$ cat src/rtl/i2cb_pkg.sv
package i2cb_pkg;
    localparam int REG_AW    = 6;
    localparam int HDR_BYTES = 3;
    localparam int NUM_EV    = 7;
    localparam int TXW_BASE  = 16;
    localparam int RXW_BASE  = 32;

    localparam logic [REG_AW-1:0] RA_CTRL = 6'd0;
    localparam logic [REG_AW-1:0] RA_HDR  = 6'd1;
    localparam logic [REG_AW-1:0] RA_SUB  = 6'd2;
    localparam logic [REG_AW-1:0] RA_TXN  = 6'd3;
    localparam logic [REG_AW-1:0] RA_RXN  = 6'd4;
    localparam logic [REG_AW-1:0] RA_IEN  = 6'd5;
    localparam logic [REG_AW-1:0] RA_IPD  = 6'd6;

    localparam int EV_BTX   = 0;
    localparam int EV_BRX   = 1;
    localparam int EV_BURST_TX = 2;
    localparam int EV_BURST_RX = 3;
    localparam int EV_START = 4;
    localparam int EV_STOP  = 5;
    localparam int EV_NAK   = 6;

    typedef enum logic [1:0] {
        BC_START = 2'd0,
        BC_STOP  = 2'd1,
        BC_WRITE = 2'd2,
        BC_READ  = 2'd3
    } bit_cmd_e;

    typedef enum logic [1:0] {
        OP_START = 2'd0,
        OP_STOP  = 2'd1,
        OP_TX    = 2'd2,
        OP_RX    = 2'd3
    } byte_op_e;

    typedef enum logic [1:0] {
        MODE_TX    = 2'd0,
        MODE_REGRD = 2'd1,
        MODE_RX    = 2'd2,
        MODE_HDRTX = 2'd3
    } mode_e;
endpackage

$ cat src/rtl/i2cb_regs.sv
module i2cb_regs
    import i2cb_pkg::*;
#(
    parameter int WIN_WORDS = 8,
    parameter int CNT_W     = 6
) (
    input  logic                   clk,
    input  logic                   rst_n,
    input  logic                   reg_we,
    input  logic [REG_AW-1:0]      reg_addr,
    input  logic [31:0]            reg_wdata,
    output logic [31:0]            reg_rdata,
    output logic                   en,
    output mode_e                  mode,
    output logic                   start_req,
    output logic                   stop_req,
    output logic                   lastnak,
    output logic                   nakstop,
    output logic [8*HDR_BYTES-1:0] hdr_bytes,
    output logic [HDR_BYTES-1:0]   hdr_vld,
    output logic [8*HDR_BYTES-1:0] sub_bytes,
    output logic [HDR_BYTES-1:0]   sub_vld,
    output logic                   txn_req,
    output logic                   rxn_req,
    output logic [CNT_W-1:0]       cnt_val,
    input  logic [$clog2(WIN_WORDS*4)-1:0] tx_idx,
    output logic [7:0]             tx_byte,
    input  logic                   rx_we,
    input  logic [$clog2(WIN_WORDS*4)-1:0] rx_idx,
    input  logic [7:0]             rx_byte,
    input  logic [NUM_EV-1:0]      ev,
    output logic                   irq
);
    localparam int WIN_BYTES = WIN_WORDS * 4;
    localparam int IDX_W     = $clog2(WIN_BYTES);
    localparam int WW        = $clog2(WIN_WORDS);
    localparam int HV_W      = 8 * HDR_BYTES + HDR_BYTES;

    logic [6:0]              ctrl_q;
    logic [HV_W-1:0]         hdr_q, sub_q;
    logic [CNT_W-1:0]        txn_q, rxn_q;
    logic [NUM_EV-1:0]       ien_q, pend_q;
    logic                    start_q, stop_q, txn_p_q, rxn_p_q;
    logic [WIN_WORDS*32-1:0] tx_flat, rx_flat;

    logic hit_ctrl, hit_txn, hit_rxn, hit_tx, hit_rx;
    logic [REG_AW-1:0] tx_off, rx_off;

    assign hit_ctrl = reg_we && (reg_addr == RA_CTRL);
    assign hit_txn  = reg_we && (reg_addr == RA_TXN);
    assign hit_rxn  = reg_we && (reg_addr == RA_RXN);
    assign tx_off   = reg_addr - REG_AW'(TXW_BASE);
    assign rx_off   = reg_addr - REG_AW'(RXW_BASE);
    assign hit_tx   = (int'(reg_addr) >= TXW_BASE) && (int'(reg_addr) < TXW_BASE + WIN_WORDS);
    assign hit_rx   = (int'(reg_addr) >= RXW_BASE) && (int'(reg_addr) < RXW_BASE + WIN_WORDS);

    always_ff @(posedge clk or negedge rst_n) begin
        if (!rst_n) begin
            ctrl_q  <= '0;
            hdr_q   <= '0;
            sub_q   <= '0;
            txn_q   <= '0;
            rxn_q   <= '0;
            ien_q   <= '0;
            pend_q  <= '0;
            start_q <= 1'b0;
            stop_q  <= 1'b0;
            txn_p_q <= 1'b0;
            rxn_p_q <= 1'b0;
        end else begin
            start_q <= hit_ctrl && reg_wdata[3] && !ctrl_q[3];
            stop_q  <= hit_ctrl && reg_wdata[4] && !ctrl_q[4];
            txn_p_q <= hit_txn;
            rxn_p_q <= hit_rxn;
            if (hit_ctrl) ctrl_q <= reg_wdata[6:0];
            if (reg_we && reg_addr == RA_HDR) hdr_q <= reg_wdata[HV_W-1:0];
            if (reg_we && reg_addr == RA_SUB) sub_q <= reg_wdata[HV_W-1:0];
            if (hit_txn) txn_q <= reg_wdata[CNT_W-1:0];
            if (hit_rxn) rxn_q <= reg_wdata[CNT_W-1:0];
            if (reg_we && reg_addr == RA_IEN) ien_q <= reg_wdata[NUM_EV-1:0];
            if (reg_we && reg_addr == RA_IPD)
                pend_q <= (pend_q & ~reg_wdata[NUM_EV-1:0]) | ev;
            else
                pend_q <= pend_q | ev;
        end
    end

    // One storage word per generate slot for each data window.
    for (genvar w = 0; w < WIN_WORDS; w++) begin : g_win
        logic [31:0] txw_q, rxw_q;
        always_ff @(posedge clk or negedge rst_n) begin
            if (!rst_n) begin
                txw_q <= '0;
                rxw_q <= '0;
            end else begin
                if (reg_we && hit_tx && tx_off[WW-1:0] == WW'(w))
                    txw_q <= reg_wdata;
                if (rx_we && rx_idx[IDX_W-1:2] == WW'(w))
                    rxw_q[{rx_idx[1:0], 3'b000} +: 8] <= rx_byte;
            end
        end
        assign tx_flat[32*w +: 32] = txw_q;
        assign rx_flat[32*w +: 32] = rxw_q;
    end

    assign tx_byte   = tx_flat[{tx_idx, 3'b000} +: 8];
    assign en        = ctrl_q[0];
    assign mode      = mode_e'(ctrl_q[2:1]);
    assign lastnak   = ctrl_q[5];
    assign nakstop   = ctrl_q[6];
    assign start_req = start_q;
    assign stop_req  = stop_q;
    assign txn_req   = txn_p_q;
    assign rxn_req   = rxn_p_q;
    assign cnt_val   = txn_p_q ? txn_q : rxn_q;
    assign hdr_bytes = hdr_q[8*HDR_BYTES-1:0];
    assign hdr_vld   = hdr_q[HV_W-1:8*HDR_BYTES];
    assign sub_bytes = sub_q[8*HDR_BYTES-1:0];
    assign sub_vld   = sub_q[HV_W-1:8*HDR_BYTES];
    assign irq       = |(pend_q & ien_q);

    always_comb begin
        reg_rdata = '0;
        if (hit_tx)      reg_rdata = tx_flat[{tx_off[WW-1:0], 5'b00000} +: 32];
        else if (hit_rx) reg_rdata = rx_flat[{rx_off[WW-1:0], 5'b00000} +: 32];
        else begin
            case (reg_addr)
                RA_CTRL: reg_rdata = {25'd0, ctrl_q};
                RA_HDR:  reg_rdata = 32'(hdr_q);
                RA_SUB:  reg_rdata = 32'(sub_q);
                RA_TXN:  reg_rdata = 32'(txn_q);
                RA_RXN:  reg_rdata = 32'(rxn_q);
                RA_IEN:  reg_rdata = 32'(ien_q);
                RA_IPD:  reg_rdata = 32'(pend_q);
                default: reg_rdata = '0;
            endcase
        end
    end

    for (genvar i = 0; i < NUM_EV; i++) begin : g_pend_chk
        p_pend_set_r8: assert property (@(posedge clk) disable iff (!rst_n)
            ev[i] |=> pend_q[i]);
        p_w1c_r8: assert property (@(posedge clk) disable iff (!rst_n)
            (reg_we && reg_addr == RA_IPD && reg_wdata[i] && !ev[i]) |=> !pend_q[i]);
    end
endmodule

$ cat src/rtl/i2cb_byte.sv
module i2cb_byte
    import i2cb_pkg::*;
(
    input  logic       clk,
    input  logic       rst_n,
    input  logic       go,
    input  byte_op_e   op,
    input  logic [7:0] wbyte,
    input  logic       ack_out,
    output logic       done,
    output logic [7:0] rbyte,
    output logic       ack_in,
    output logic       busy,
    output logic       bit_req,
    output logic [1:0] bit_cmd,
    output logic       bit_wdata,
    input  logic       bit_ack,
    input  logic       bit_rdata
);
    typedef enum logic {E_IDLE, E_RUN} est_e;

    est_e       st_q;
    byte_op_e   op_q;
    logic [7:0] sh_q;
    logic [3:0] cnt_q;
    logic       ackout_q, ackin_q, done_q;
    logic       slot_ack;

    assign slot_ack = (cnt_q == 4'd8);

    always_ff @(posedge clk or negedge rst_n) begin
        if (!rst_n) begin
            st_q     <= E_IDLE;
            op_q     <= OP_START;
            sh_q     <= '0;
            cnt_q    <= '0;
            ackout_q <= 1'b0;
            ackin_q  <= 1'b0;
            done_q   <= 1'b0;
        end else begin
            done_q <= 1'b0;
            unique case (st_q)
                E_IDLE: if (go) begin
                    st_q     <= E_RUN;
                    op_q     <= op;
                    sh_q     <= wbyte;
                    ackout_q <= ack_out;
                    cnt_q    <= '0;
                end
                E_RUN: if (bit_ack) begin
                    cnt_q <= cnt_q + 4'd1;
                    if (op_q == OP_TX && !slot_ack) sh_q <= {sh_q[6:0], 1'b0};
                    if (op_q == OP_RX && !slot_ack) sh_q <= {sh_q[6:0], bit_rdata};
                    if (op_q == OP_TX && slot_ack)  ackin_q <= bit_rdata;
                    if (op_q == OP_START || op_q == OP_STOP || slot_ack) begin
                        st_q   <= E_IDLE;
                        done_q <= 1'b1;
                    end
                end
                default: st_q <= E_IDLE;
            endcase
        end
    end

    always_comb begin
        bit_req   = (st_q == E_RUN);
        bit_cmd   = BC_START;
        bit_wdata = 1'b0;
        unique case (op_q)
            OP_START: bit_cmd = BC_START;
            OP_STOP:  bit_cmd = BC_STOP;
            OP_TX: begin
                bit_cmd   = slot_ack ? BC_READ : BC_WRITE;
                bit_wdata = slot_ack ? 1'b0 : sh_q[7];
            end
            OP_RX: begin
                bit_cmd   = slot_ack ? BC_WRITE : BC_READ;
                bit_wdata = slot_ack ? ackout_q : 1'b0;
            end
            default: bit_cmd = BC_START;
        endcase
    end

    assign done   = done_q;
    assign rbyte  = sh_q;
    assign ack_in = ackin_q;
    assign busy   = (st_q != E_IDLE);

    p_req_hold_r12: assert property (@(posedge clk) disable iff (!rst_n)
        (bit_req && !bit_ack) |=> (bit_req && $stable(bit_cmd) && $stable(bit_wdata)));
    p_go_when_idle_r12: assert property (@(posedge clk) disable iff (!rst_n)
        go |-> (st_q == E_IDLE && !done_q));
endmodule

$ cat src/rtl/i2cb_seq.sv
module i2cb_seq
    import i2cb_pkg::*;
#(
    parameter int WIN_WORDS = 8,
    parameter int CNT_W     = 6
) (
    input  logic                   clk,
    input  logic                   rst_n,
    input  logic                   en,
    input  mode_e                  mode,
    input  logic                   start_req,
    input  logic                   stop_req,
    input  logic                   lastnak,
    input  logic                   nakstop,
    input  logic [8*HDR_BYTES-1:0] hdr_bytes,
    input  logic [HDR_BYTES-1:0]   hdr_vld,
    input  logic [8*HDR_BYTES-1:0] sub_bytes,
    input  logic [HDR_BYTES-1:0]   sub_vld,
    input  logic                   txn_req,
    input  logic                   rxn_req,
    input  logic [CNT_W-1:0]       cnt_val,
    output logic [$clog2(WIN_WORDS*4)-1:0] tx_idx,
    input  logic [7:0]             tx_byte,
    output logic                   rx_we,
    output logic [$clog2(WIN_WORDS*4)-1:0] rx_idx,
    output logic [NUM_EV-1:0]      ev,
    output logic                   go,
    output byte_op_e               op,
    output logic [7:0]             wbyte,
    output logic                   ack_out,
    input  logic                   done,
    input  logic                   ack_in
);
    localparam int WIN_BYTES = WIN_WORDS * 4;
    localparam int IDX_W     = $clog2(WIN_BYTES);
    localparam logic [CNT_W-1:0] MAXN = CNT_W'(WIN_BYTES);

    typedef enum logic [3:0] {
        S_IDLE, S_START, S_STOP, S_HDR_W, S_SUB,
        S_RESTART, S_HDR_R, S_TXDATA, S_RXDATA
    } seq_e;

    seq_e             state_q, state_d, hdr_next;
    logic             wait_q, wait_d;
    logic [1:0]       hidx_q, hidx_d;
    logic [CNT_W-1:0] n_q, n_d, total_q, total_d, clamp;
    mode_e            mode_q, mode_d;
    logic [3:0]       hv4, sv4;
    logic [7:0]       hb, sb;
    logic             vld_cur, last, tx_ok, rx_ok, abort;

    assign hv4     = 4'(hdr_vld);
    assign sv4     = 4'(sub_vld);
    assign hb      = hdr_bytes[{hidx_q, 3'b000} +: 8];
    assign sb      = sub_bytes[{hidx_q, 3'b000} +: 8];
    assign vld_cur = (state_q == S_SUB) ? sv4[hidx_q] : hv4[hidx_q];
    assign last    = (n_q == total_q - 1'b1);
    assign clamp   = (cnt_val > MAXN) ? MAXN : cnt_val;
    assign tx_ok   = (cnt_val != '0) && (mode == MODE_TX || mode == MODE_HDRTX);
    assign rx_ok   = (cnt_val != '0) && (mode == MODE_RX || mode == MODE_REGRD);
    assign abort   = done && ack_in && nakstop;
    assign tx_idx  = n_q[IDX_W-1:0];
    assign rx_idx  = n_q[IDX_W-1:0];

    // State register
    always_ff @(posedge clk or negedge rst_n) begin
        if (!rst_n) begin
            state_q <= S_IDLE;
            wait_q  <= 1'b0;
            hidx_q  <= '0;
            n_q     <= '0;
            total_q <= '0;
            mode_q  <= MODE_TX;
        end else begin
            state_q <= state_d;
            wait_q  <= wait_d;
            hidx_q  <= hidx_d;
            n_q     <= n_d;
            total_q <= total_d;
            mode_q  <= mode_d;
        end
    end

    // Next state
    always_comb begin
        state_d = state_q;
        wait_d  = wait_q;
        hidx_d  = hidx_q;
        n_d     = n_q;
        total_d = total_q;
        mode_d  = mode_q;
        unique case (state_q)
            S_HDR_W: hdr_next = S_SUB;
            S_SUB:   hdr_next = (mode_q == MODE_REGRD) ? S_RESTART : S_TXDATA;
            default: hdr_next = S_RXDATA;
        endcase
        if (go) wait_d = 1'b1;
        unique case (state_q)
            S_IDLE: if (en) begin
                if (start_req) state_d = S_START;
                else if (stop_req) state_d = S_STOP;
                else if ((txn_req && tx_ok) || (rxn_req && rx_ok)) begin
                    total_d = clamp;
                    n_d     = '0;
                    hidx_d  = '0;
                    mode_d  = mode;
                    if (mode == MODE_TX)      state_d = S_TXDATA;
                    else if (mode == MODE_RX) state_d = S_RXDATA;
                    else                      state_d = S_HDR_W;
                end
            end
            S_START, S_STOP: if (done) begin
                wait_d  = 1'b0;
                state_d = S_IDLE;
            end
            S_RESTART: if (done) begin
                wait_d  = 1'b0;
                hidx_d  = '0;
                state_d = S_HDR_R;
            end
            S_HDR_W, S_SUB, S_HDR_R: begin
                if (abort) begin
                    wait_d  = 1'b0;
                    state_d = S_STOP;
                end else if (done || (!wait_q && !vld_cur)) begin
                    wait_d = 1'b0;
                    if (hidx_q == 2'(HDR_BYTES - 1)) begin
                        hidx_d  = '0;
                        state_d = hdr_next;
                    end else begin
                        hidx_d = hidx_q + 2'd1;
                    end
                end
            end
            S_TXDATA: if (done) begin
                wait_d = 1'b0;
                n_d    = n_q + 1'b1;
                if (abort)     state_d = S_STOP;
                else if (last) state_d = S_IDLE;
            end
            S_RXDATA: if (done) begin
                wait_d = 1'b0;
                n_d    = n_q + 1'b1;
                if (last) state_d = S_IDLE;
            end
            default: state_d = S_IDLE;
        endcase
    end

    // Outputs
    always_comb begin
        go      = 1'b0;
        op      = OP_TX;
        wbyte   = 8'h00;
        ack_out = 1'b0;
        rx_we   = 1'b0;
        ev      = '0;
        unique case (state_q)
            S_IDLE: ;
            S_START:   begin go = !wait_q; op = OP_START; end
            S_STOP:    begin go = !wait_q; op = OP_STOP;  end
            S_RESTART: begin go = !wait_q; op = OP_START; end
            S_HDR_W: begin
                go    = !wait_q && vld_cur;
                wbyte = (hidx_q == 2'd0) ? {hb[7:1], 1'b0} : hb;
            end
            S_HDR_R: begin
                go    = !wait_q && vld_cur;
                wbyte = (hidx_q == 2'd0) ? {hb[7:1], 1'b1} : hb;
            end
            S_SUB: begin
                go    = !wait_q && vld_cur;
                wbyte = sb;
            end
            S_TXDATA: begin
                go    = !wait_q;
                wbyte = tx_byte;
            end
            S_RXDATA: begin
                go      = !wait_q;
                op      = OP_RX;
                ack_out = lastnak && last;
                rx_we   = done;
            end
            default: ;
        endcase
        if (done) begin
            case (state_q)
                S_START: ev[EV_START] = 1'b1;
                S_STOP:  ev[EV_STOP]  = 1'b1;
                S_HDR_W, S_SUB, S_HDR_R: begin
                    ev[EV_BTX] = 1'b1;
                    ev[EV_NAK] = ack_in;
                end
                S_TXDATA: begin
                    ev[EV_BTX]      = 1'b1;
                    ev[EV_NAK]      = ack_in;
                    ev[EV_BURST_TX] = last && !abort;
                end
                S_RXDATA: begin
                    ev[EV_BRX]      = 1'b1;
                    ev[EV_BURST_RX] = last;
                end
                default: ;
            endcase
        end
    end

    p_nakstop_r9: assert property (@(posedge clk) disable iff (!rst_n)
        (state_q == S_TXDATA && done && ack_in && nakstop) |=> (state_q == S_STOP));
    p_no_overflow_r6: assert property (@(posedge clk) disable iff (!rst_n)
        rx_we |-> (int'(n_q) < WIN_BYTES));
    p_done_waited_r12: assert property (@(posedge clk) disable iff (!rst_n)
        done |-> wait_q);
    p_ack_slot_r6: assert property (@(posedge clk) disable iff (!rst_n)
        (state_q == S_RXDATA && go && !lastnak) |-> !ack_out);
endmodule

$ cat src/rtl/i2cb_top.sv
module i2cb_top
    import i2cb_pkg::*;
#(
    parameter int WIN_WORDS = 8,
    parameter int CNT_W     = 6
) (
    input  logic        clk,
    input  logic        rst_n,
    input  logic        reg_we,
    input  logic [5:0]  reg_addr,
    input  logic [31:0] reg_wdata,
    output logic [31:0] reg_rdata,
    output logic        bit_req,
    output logic [1:0]  bit_cmd,
    output logic        bit_wdata,
    input  logic        bit_ack,
    input  logic        bit_rdata,
    output logic        irq
);
    localparam int IDX_W = $clog2(WIN_WORDS * 4);

    logic                   en, start_req, stop_req, lastnak, nakstop;
    mode_e                  mode;
    logic [8*HDR_BYTES-1:0] hdr_bytes, sub_bytes;
    logic [HDR_BYTES-1:0]   hdr_vld, sub_vld;
    logic                   txn_req, rxn_req;
    logic [CNT_W-1:0]       cnt_val;
    logic [IDX_W-1:0]       tx_idx, rx_idx;
    logic [7:0]             tx_byte, rbyte, wbyte;
    logic                   rx_we, go, ack_out, done, ack_in, eng_busy;
    logic [NUM_EV-1:0]      ev;
    byte_op_e               op;

    i2cb_regs #(.WIN_WORDS(WIN_WORDS), .CNT_W(CNT_W)) u_regs (
        .clk(clk), .rst_n(rst_n),
        .reg_we(reg_we), .reg_addr(reg_addr), .reg_wdata(reg_wdata), .reg_rdata(reg_rdata),
        .en(en), .mode(mode), .start_req(start_req), .stop_req(stop_req),
        .lastnak(lastnak), .nakstop(nakstop),
        .hdr_bytes(hdr_bytes), .hdr_vld(hdr_vld), .sub_bytes(sub_bytes), .sub_vld(sub_vld),
        .txn_req(txn_req), .rxn_req(rxn_req), .cnt_val(cnt_val),
        .tx_idx(tx_idx), .tx_byte(tx_byte),
        .rx_we(rx_we), .rx_idx(rx_idx), .rx_byte(rbyte),
        .ev(ev), .irq(irq)
    );

    i2cb_seq #(.WIN_WORDS(WIN_WORDS), .CNT_W(CNT_W)) u_seq (
        .clk(clk), .rst_n(rst_n),
        .en(en), .mode(mode), .start_req(start_req), .stop_req(stop_req),
        .lastnak(lastnak), .nakstop(nakstop),
        .hdr_bytes(hdr_bytes), .hdr_vld(hdr_vld), .sub_bytes(sub_bytes), .sub_vld(sub_vld),
        .txn_req(txn_req), .rxn_req(rxn_req), .cnt_val(cnt_val),
        .tx_idx(tx_idx), .tx_byte(tx_byte), .rx_we(rx_we), .rx_idx(rx_idx),
        .ev(ev), .go(go), .op(op), .wbyte(wbyte), .ack_out(ack_out),
        .done(done), .ack_in(ack_in)
    );

    i2cb_byte u_byte (
        .clk(clk), .rst_n(rst_n),
        .go(go), .op(op), .wbyte(wbyte), .ack_out(ack_out),
        .done(done), .rbyte(rbyte), .ack_in(ack_in), .busy(eng_busy),
        .bit_req(bit_req), .bit_cmd(bit_cmd), .bit_wdata(bit_wdata),
        .bit_ack(bit_ack), .bit_rdata(bit_rdata)
    );

    p_idle_quiet_r1: assert property (@(posedge clk) disable iff (!rst_n)
        (!eng_busy) |-> !bit_req);
endmodule

$ cat config.mk
export PLATFORM = sky130hd
export DESIGN_NAME = i2cb_top
export DESIGN_NICKNAME = d
export VERILOG_FILES = /design/src/rtl/i2cb_pkg.sv /design/src/rtl/i2cb_regs.sv /design/src/rtl/i2cb_byte.sv /design/src/rtl/i2cb_seq.sv /design/src/rtl/i2cb_top.sv
export SDC_FILE = /design/constraint.sdc
export NUM_CORES = 1
export LEC_CHECK = 0
export ABC_AREA = 1
export BUFFER_PORTS_ARGS = -buffer_cell sky130_fd_sc_hd__buf_2
export CAP_MARGIN = 30
export CELL_PAD_IN_SITES_DETAIL_PLACEMENT = 1
export CELL_PAD_IN_SITES_GLOBAL_PLACEMENT = 1
export CORE_MARGIN = 8
export CORE_UTILIZATION = 37
export DETAILED_ROUTE_END_ITERATION = 10
export PLACE_DENSITY_LB_ADDON = 0.1
export SLEW_MARGIN = 40
export SYNTH_ARGS = -nofsm -noshare
export SYNTH_HDL_FRONTEND = slang
export SYNTH_SLANG_ARGS = --single-unit
$ cat constraint.sdc
create_clock -name clk -period 2.4 [get_ports clk]
set_input_delay 0.36 -clock clk [delete_from_list [all_inputs] [get_ports clk]]
set_output_delay 0.36 -clock clk [all_outputs]
set_load 0.02 [all_outputs]
==> results of run 1 <==
[final cells by class]
class / instances / share of cell area
clock buffers: 111 / 0.05509
multi-input cells: 2851 / 0.3661
flip-flops and latches: 642 / 0.3961
inverters: 376 / 0.03549
well taps: 1165 / 0.03592
repair buffers: 430 / 0.1043
diodes: 4 / 0.0002466
clock inverters: 24 / 0.006752
[sequential cells by signal (all words and copies together), names as in the netlist, 2 cells and up]
signal and count:
u_regs.g_win.rxw_q 256, u_seq.hidx_q 2, u_seq.n_q 6, u_regs.rxn_q 6, u_byte.op_q 2, u_seq.total_q 6, u_regs.hdr_q 27, u_seq.mode_q 2
u_regs.ien_q 7, u_regs.txn_q 6, u_byte.cnt_q 4, u_regs.g_win.txw_q 256, u_regs.pend_q 7, u_seq.state_q 4, u_byte.rbyte 8, u_regs.ctrl_q 7
u_regs.sub_q 27
[layout by cell type (no fill, tap or decap), types with 15 or more instances in the layout]
cell | Yosys | layout
buf_12 | 0 | 57
o21ai_1 | 99 | 111
inv_2 | 11 | 34
o22ai_1 | 47 | 38
clkbuf_1 | 141 | 17
clkbuf_16 | 0 | 80
buf_6 | 12 | 43
inv_1 | 354 | 327
a22oi_1 | 62 | 45
nor2_2 | 9 | 17
o2111ai_1 | 55 | 45
buf_2 | 59 | 47
nand2_1 | 1290 | 1264
nand2_2 | 11 | 33
buf_4 | 10 | 257
nand4_1 | 26 | 26
nor2_4 | 8 | 15
o21ai_0 | 534 | 511
a21oi_1 | 120 | 108
o211ai_1 | 36 | 36
clkbuf_8 | 0 | 16
nand3_2 | 14 | 27
o21a_1 | 24 | 24
nand3_1 | 190 | 177
o21ai_2 | 40 | 48
a22oi_2 | 0 | 17
dfrtp_1 | 642 | 637
nor2_1 | 157 | 142
[worst max-delay path: stages (launching register included)]
cell,delay [ps]
dfrtp_2,450
nand2_1,100
o2111ai_2,160
o211ai_1,360
nand4_1,250
buf_6,200
[stage by stage]
step | total power, mW | TNS [ps]
2_1_floorplan | 17.38 | 0
3_3_place_gp | 21.20 | -5955
3_5_place_dp | 21.33 | -6616
4_1_cts | 33.49 | -668.1
5_1_grt | 35.22 | -1368
6_report | 33.74 | -480.3
[power by group through the flow]
| stage | combinational, mW | sequential, mW | clock (mW) |
|---|---|---|---|
| after detailed placement | 8.32 | 13.0 | 0 |
| after global routing | 9.76 | 13.0 | 12.5 |
| final | 8.96 | 12.9 | 11.9 |
| after floorplan | 4.78 | 12.6 | 0 |
| after global placement | 8.20 | 13.0 | 0 |
| after CTS | 8.59 | 12.8 | 12.1 |
[layer usage]
layer  global-route usage  vias up  part of all wire  wire length, um
li1                     -    14170                 -                -
met1               0.3927    15880              0.44            63040
met2               0.4508      979              0.46            65450
met3              0.03971      285             0.056             7909
met4               0.1021        2             0.041             5889
met5                    0        -          0.000091               13
[timing repair]
action | 4_1_cts | 5_1_grt
pin swaps | 68 | 73
hold endpoints to repair | 295 | 0
gates cloned | 4 | 2
gates resized for setup | 181 | 142
hold buffers | 8 | 0
setup buffers | 25 | 23
endpoints found under the setup margin | 33 | 102
[cells by family (layout without fill, tap and decap cells)]
family | count (synthesis) | count (layout) | synth area share
and+or+nand+nor | 1743 | 1743 | 0.2263
AOI/OAI and AO/OA | 1086 | 1086 | 0.1958
DFF | 642 | 642 | 0.4924
buffers and inverters | 621 | 941 | 0.07838
xor gates and xnor gates | 11 | 11 | 0.002953
adders and majority gates | 10 | 10 | 0.003835
muxes | 1 | 1 | 0.0003451
other | 0 | 4 | 0
[path summary, 6_finish.rpt]
| check | slack [ps] | depth (start not counted) | start | to |
|---|---|---|---|---|
| max in group asynchronous | 1300 | 4 | rst_n | u_regs.g_win[5].rxw_q[12] |
| setup / recovery | -120 | 5 | u_regs.g_win[0].txw_q[18] | reg_rdata[18] |
| min in group asynchronous | 170 | 2 | rst_n | u_regs.g_win[5].txw_q[23] |
| setup reg to reg | 50 | 11 | u_seq.n_q[0] | u_byte.rbyte[6] |
| hold / removal | 40 | 3 | reg_wdata[0] | u_regs.txn_q[0] |
| hold reg to reg | 430 | 1 | u_regs.ctrl_q[4] | u_regs.stop_req |
==> reports/metrics.csv, run 1 <==
metric;value;unit
status;finished with violations;
failed_checks;setup timing;
clock_power_share;0.352;
post-synth-top-count-cell;nand2_1;
fillers;10450;
final_area;0.04058;mm^2
placementRows;109;
die_area;0.09794;mm^2
avgSynthCellArea;7.931;um^2
relSlewSlack;0.4576;
rsz0062_at_grt;true;
drt_wl_total;142.3;mm
finalSetupViolations;8;
crit_required;2040;ps
grt_start_max_net_pins;97;
antenna_found_initial;9;
vias;31310;
final.period_utilization;1.051;
place.gp.congestion;0.8921;
p_leak;18.58;nW
ys_warn_count;0;
cts_tree;built;
holdWs;42.95;ps
setup.worst_path.class;reg -> out;
clock-root-buffer;clkbuf_16;
synthTopCellsByArea;dfrtp_1 (49%), nand2_1 (15%), o21ai_0 (8.2%), inv_1 (4.1%), nand3_1 (2.9%);
p_sw_frac;0.3641;
cp-end-kind;output pin;
globalRouteOverflowTotal;0;
maxCapViolations;0;
vdd_drop_max;529.1;uV
area.sequential;0.01607;mm^2
cts_buffer_depth;3;
pwr-share-comb;0.266;
synthFlopType;dfrtp_1;
final_antenna_net_count;0;
tightest_slew;812.7;ps
clk_pin_slew;60;ps
drtPass1Iterations;5;
netlist_instances;4114;
cts.sinks;642;
seq_area_frac_synth;0.4924;
p_switching;12.28;mW
syn_to_final_growth;24.39;%
ys_types;53;
synthArstFlopShare;1.000;
setup_ws;-123.4;ps
wl_per_cell;25.40;um
synth_area;0.03263;mm^2
p_seq_frac;0.382;
htreeDepth;3;
grt_use_total;0.2831;
synth_edf_count;0;
finalHoldViolCount;0;
fp.dieH;313.0;um
synth_top_area_cell;dfrtp_1;
drc;0;
placed_cells;5407;
syn_nets;4167;
slew_viol_final;0;
postLayoutCoreUtil;0.4621;
period_minus_slack;2523;ps
synthDominantCellAreaShare;0.4924;
avgViaCountPerCell;5.589;
synth_commonest_cells;nand2_1 (1290), dfrtp_1 (642), o21ai_0 (534);
grt_pass1_vias;31640;
layout-drive-gt1-share;0.1922;
grt_first_pass_wirelength;211.4;mm
fin_nets;4431;
post-dp-hpwl;100.6;mm
start_kind;flip-flop;
core_area;0.08783;mm^2
hp-class;in -> reg;
cts_buffers;77;
cellPowerDensity;831.4;mW/mm^2
place_ws;-405.0;ps
start_util;0.3715;
place_area;0.03632;mm^2
skew;23.21;ps
stdcell_count;5603;
port-buffer-count;79;
top_level_ports;80;
intPower;21.46;mW
ys_ff_latch;642;
multi_input_area;0.01486;mm^2
insertion_delay;640;ps
arrival;2160;ps
fmax;0.3963;GHz
drt-initial-drc-count;2829;
path_max_fanout;2;
die_width;313.0;um
(Power assumes the default switching activity.)
==> inputs of run 2 (changes only) <==
REMOVE_ABC_BUFFERS = 1   (was not set)
clock period = 2.29 ns   (was 2.4 ns; I/O delays follow)
==> reports/metrics.csv, run 2 (same netlist as run 1, synthesis figures left out) <==
metric;value;unit;change
drtPass1Iterations;5;;unchanged
final_area;0.04202;mm^2;+3.5%
cp-end-kind;output pin;;
avgViaCountPerCell;5.521;;-1.2%
setup.worst_path.class;in -> out;;
fillers;10400;;-0.47%
skew;18.95;ps;-4.254 ps
area.sequential;0.01607;mm^2;about the same
drc;0;;unchanged
cts_tree;built;;
final_antenna_net_count;0;;unchanged
top_level_ports;80;;unchanged
fin_tns_setup;-3339;ps;-2858 ps
fp.dieH;313.0;um;unchanged
grt_start_max_net_pins;80;;-18%
critPathMaxStageDelay;460;ps;about the same
port-buffer-count;79;;unchanged
multi_input_area;0.01520;mm^2;+2.3%
crit_required;1950;ps;-90 ps
stdcell_count;5672;;+1.2%
hp-class;in -> reg;;
placementRows;109;;unchanged
final.period_utilization;1.150;;
fin_nets;4506;;+1.7%
finalSetupViolations;28;;+20
p_leak;19.26;nW;+3.6%
place.gp.congestion;0.9061;;+1.6%
p_total;35.92;mW;+6.5%
start_kind;input pin;;
rsz0062_at_grt;true;;
arrival;2290;ps;+130 ps
crit_slowest_cell;o211ai_1;;
cellPowerDensity;854.9;mW/mm^2;+2.8%
placed_cells;5428;;+0.39%
failed_checks;setup timing;;
grt_first_pass_wirelength;209.7;mm;-0.79%
place_area;0.03658;mm^2;+0.71%
path_max_fanout;6;;+4
setup_ws;-342.9;ps;-219.5 ps
globalRouteOverflowTotal;0;;unchanged
drt-initial-drc-count;2618;;-7.5%
maxCapViolations;0;;unchanged
cp_num_buf_inv;6;;+5
cts_buffer_depth;3;;unchanged
cts.sinks;642;;unchanged
drt_wl_total;140.5;mm;-1.2%
final_common_cell;nand2_1;;
post-dp-hpwl;95.41;mm;-5.2%
start_util;0.3715;;unchanged
antenna_found_initial;3;;-6
fmax;0.3798;GHz;
grt_pass1_vias;32040;;+1.3%
relSlewSlack;0.5125;;+0.05493
htreeDepth;3;;unchanged
die_area;0.09794;mm^2;unchanged
top_regs;u_regs.g_win.rxw_q x256, u_regs.g_win.txw_q x256;;
tightest_slew;730.4;ps;-82.30 ps
wl_per_cell;24.77;um;-2.4%
slew_viol_final;0;;unchanged
cts_buffers;79;;+2.6%
cp_top_family;compound AO/OA/AOI/OAI gates;;
status;finished with violations;;
layout-drive-gt1-share;0.2186;;+0.02649
insertion_delay;650;ps;about the same
crit_chain;buf_16, buf_6, nor2_4, buf_12, buf_12, buf_8, nand2_2, o2111ai_2, o211ai_1, o2111ai_2, buf_6;;
vdd_drop_max;565.6;uV;+6.9%
final_cell_mix;nand2_1 (1258), dfrtp_1 (640), o21ai_0 (499);;
period_minus_slack;2633;ps;
clk_pin_slew;60;ps;about the same
grt_use_total;0.2783;;-0.004772
clock-root-buffer;clkbuf_16;;
finalHoldViolCount;0;;unchanged
die_width;313.0;um;unchanged
core_area;0.08783;mm^2;unchanged
syn_to_final_growth;28.78;%;
vias;31320;;+0.0096%
[run 2: report_power, final]
part | internal (mW) | leakage, nW | switching [mW]
registers | 12.4 | 8.64 | 1.00
logic | 3.26 | 9.34 | 6.24
clock network | 7.84 | 1.28 | 5.17
total | 23.5 | 19.3 | 12.4
[run 2: path summary, 6_finish.rpt]
kind | startpoint | end | slack [ps] | cells past startpoint
min reg2reg | u_regs.ctrl_q[3] | u_regs.start_req | 430 | 1
min in group asynchronous | rst_n | u_regs.g_win[5].rxw_q[11] | 220 | 2
min | reg_wdata[29] | u_regs.g_win[1].txw_q[29] | 70 | 3
max in group asynchronous | rst_n | u_regs.g_win[0].txw_q[0] | 1220 | 3
max | reg_addr[1] | reg_rdata[9] | -340 | 11
max reg2reg | u_seq.n_q[0] | u_byte.rbyte[2] | -30 | 13
[run 2: tightest hold or removal path, cell delays in order]
cell and delay, ps:
buf_2 70, inv_1 90, o21ai_0 170
[run 2: cell type report]
class	instances	share of cell area
antenna	2	0.0001191
clock buffer	107	0.05342
clock inverter	26	0.008844
inverter	376	0.03496
multi-input combinational	2851	0.3618
sequential	642	0.3825
tap	1165	0.03469
timing repair buffer	503	0.1237
[run 2: metal layers]
metal	wire length (um)	share of wire	vias up	GRT usage
met4	5318	0.038	2	0.09884
met3	6922	0.049	268	0.03675
met5	13	0.000093	-	0
met2	65730	0.47	890	0.4544
met1	62540	0.45	15820	0.3787
li1	-	-	14340	-
[run 2: per-stage QoR]
stage / setup slack, ps / hold WS, ps / util
2_1_floorplan: -4875 / 47.91 / -
3_3_place_gp: -1538 / 289.5 / 0.4163
3_5_place_dp: -665.5 / 290.6 / 0.4164
4_1_cts: -301.6 / 47.41 / 0.4661
5_1_grt: -327.6 / 74.28 / 0.4783
6_report: -342.9 / 72.35 / 0.4784
[run 2: timing repair]
item,CTS,global route
setup endpoints to repair,40,78
pin swaps,84,110
gates resized for setup,285,184
hold buffers,9,0
buffers inserted,53,52
gates cloned,6,4
hold endpoints to repair,77,0
==> inputs of run 3 (changes only) <==
CORE_UTILIZATION = 43   (was 37)
SKIP_LAST_GASP = 1   (was not set)
==> reports/metrics.csv, run 3 (same netlist as run 1, synthesis figures left out) <==
metric;value;unit;change
p_seq_frac;0.389;;+0.016
cp-end-kind;output pin;;
grt_use_total;0.3105;;+0.03226
setup.worst_path.class;reg -> out;;
htreeDepth;3;;unchanged
grt_start_max_net_pins;94;;+18%
start_util;0.4318;;+0.06026
p_switching;12.09;mW;-2.5%
cp_top_family;compound AO/OA/AOI/OAI gates;;
start_kind;flip-flop;;
layout-drive-gt1-share;0.2019;;-0.01671
drtPass1Iterations;5;;unchanged
final_antenna_net_count;0;;unchanged
arrival;2150;ps;-140 ps
vdd_drop_max;604.5;uV;+6.9%
antenna_found_initial;0;;-3
cts_tree;built;;
p_sw_frac;0.3500;;+0.004521
top_regs;u_regs.g_win.rxw_q x256, u_regs.g_win.txw_q x256;;
rsz0062_at_grt;true;;
cts.sinks;642;;unchanged
antenna_cells;0;;-2
fp.dieH;291.5;um;-6.9%
finalHoldViolCount;0;;unchanged
final_cell_mix;nand2_1 (1266), dfrtp_1 (640), o21ai_0 (503);;
p_leak;18.91;nW;-1.8%
pwr-share-comb;0.256;;-0.009
cp_common_cell;buf_6;;
place.gp.congestion;0.9260;;+2.2%
drc;0;;unchanged
wl_per_cell;24.97;um;+0.79%
clk_pin_slew;60;ps;about the same
skew;19.67;ps;+0.7235 ps
hp-class;in -> reg;;
insertion_delay;640;ps;about the same
holdWs;52.47;ps;-19.88 ps
clock-root-buffer;clkbuf_16;;
p_total;34.56;mW;-3.8%
drt-initial-drc-count;2474;;-5.5%
core_area;0.07557;mm^2;-14%
cp_num_buf_inv;2;;-4
crit_required;1950;ps;about the same
vias;31430;;+0.35%
grt_first_pass_wirelength;205.1;mm;-2.2%
avgViaCountPerCell;5.787;;+4.8%
top_level_ports;80;;unchanged
tightest_slew;659.4;ps;-70.96 ps
slew_viol_final;0;;unchanged
finalSetupViolations;25;;-11%
relSlewSlack;0.5599;;+0.04736
intPower;22.46;mW;-4.5%
period_minus_slack;2494;ps;-139.4 ps
post-dp-hpwl;91.40;mm;-4.2%
path_max_fanout;2;;-4
final.period_utilization;1.089;;-0.06087
fin_nets;4447;;-1.3%
port-buffer-count;79;;unchanged
placementRows;101;;-7.3%
setup_ws;-203.5;ps;+139.4 ps
die_area;0.08495;mm^2;-13%
r2r_setup_slack;50;ps;+80 ps
grt_pass1_vias;32620;;+1.8%
status;finished with violations;;
cts_buffer_depth;3;;unchanged
crit_chain;a221oi_2, a31oi_4, a21oi_2, buf_6, nand2_4, buf_6;;
die_width;291.5;um;-6.9%
crit_slowest_cell;dfrtp_1;;
maxCapViolations;0;;unchanged
cts_buffers;75;;-5.1%
clock_power_share;0.355;;-0.007
globalRouteOverflowTotal;0;;unchanged
drt_wl_total;135.6;mm;-3.5%
syn_to_final_growth;25.66;%;
failed_checks;setup timing;;
fmax;0.4010;GHz;+5.6%
final_common_cell;nand2_1;;
cellPowerDensity;842.9;mW/mm^2;-1.4%
critPathMaxStageDelay;390;ps;-70 ps
-- run 3: cell type report --
type	count	area, um^2
clock inverters	32	316.6
multi-input cells	2851	15100
inverters	376	1464
well taps	978	1224
fillers	8927	34570
clock buffers	103	2165
repair buffers	448	4663
flip-flops and latches	642	16070
-- run 3: stage by stage --
step / cells / utilization / setup slack (ps) / setup TNS, ps / cell area [um^2]
finish: 5430 / 0.5426 / -203.5 / -1796 / 41000
global route: 5430 / 0.5426 / -245.2 / -3279 / 41000
CTS: 5400 / 0.5299 / -229.1 / -2881 / 40050
detailed placement: 5222 / 0.4791 / -642.4 / -10480 / 36210
global placement: 5222 / 0.4791 / -604.5 / -10720 / 36210
floorplan: 3869 / - / -4875 / -1725250 / 31490
-- run 3: worst register-to-register path, cell delays in order, from the launching register on --
cell	delay, ps
dfrtp_4	530
buf_12	190
buf_4	240
nor2_1	130
nor2_1	50
o21ai_0	120
nand2_1	80
a21oi_1	130
nand2_1	70
nand3_1	190
nand2_1	200
nand2_1	120
a21oi_1	80
-- run 3: power groups by stage --
stage	clock network [mW]	logic, mW	registers (mW)
2_1_floorplan	0	4.51	13.5
3_3_place_gp	0	7.88	13.5
3_5_place_dp	0	8.05	13.6
4_1_cts	12.5	8.43	13.4
5_1_grt	12.8	9.67	13.5
6_report	12.3	8.85	13.4
-- run 3: path summary, 6_finish.rpt --
path | from | endpoint | cells after the start
min in group asynchronous | rst_n | u_regs.g_win[6].rxw_q[12] | 2
worst max-delay path | u_regs.g_win[4].rxw_q[8] | reg_rdata[8] | 6
max in group asynchronous | rst_n | u_byte.cnt_q[3] | 3
worst max register to register | u_seq.n_q[0] | u_byte.rbyte[7] | 12
worst min-delay path | bit_rdata | u_byte.ack_in | 3
worst min register to register | u_regs.ctrl_q[3] | u_regs.start_req | 1
-- run 3: routing by layer --
layer  global-route usage  vias up  part of all wire
met5                    0        -                 0
met3              0.04502      332             0.060
met1               0.4145    15850              0.43
met4               0.1420        0             0.049
met2               0.4987     1035              0.46
li1                     -    14210                 -
-- run 3: timing repair --
item / in CTS / in global routing
buffers inserted: 36 / 30
gates cloned: 5 / 4
endpoints found under the hold margin: 107 / 0
gates resized for setup: 227 / 173
pin swaps: 91 / 108
endpoints found under the setup margin: 34 / 58
hold buffers: 8 / 0
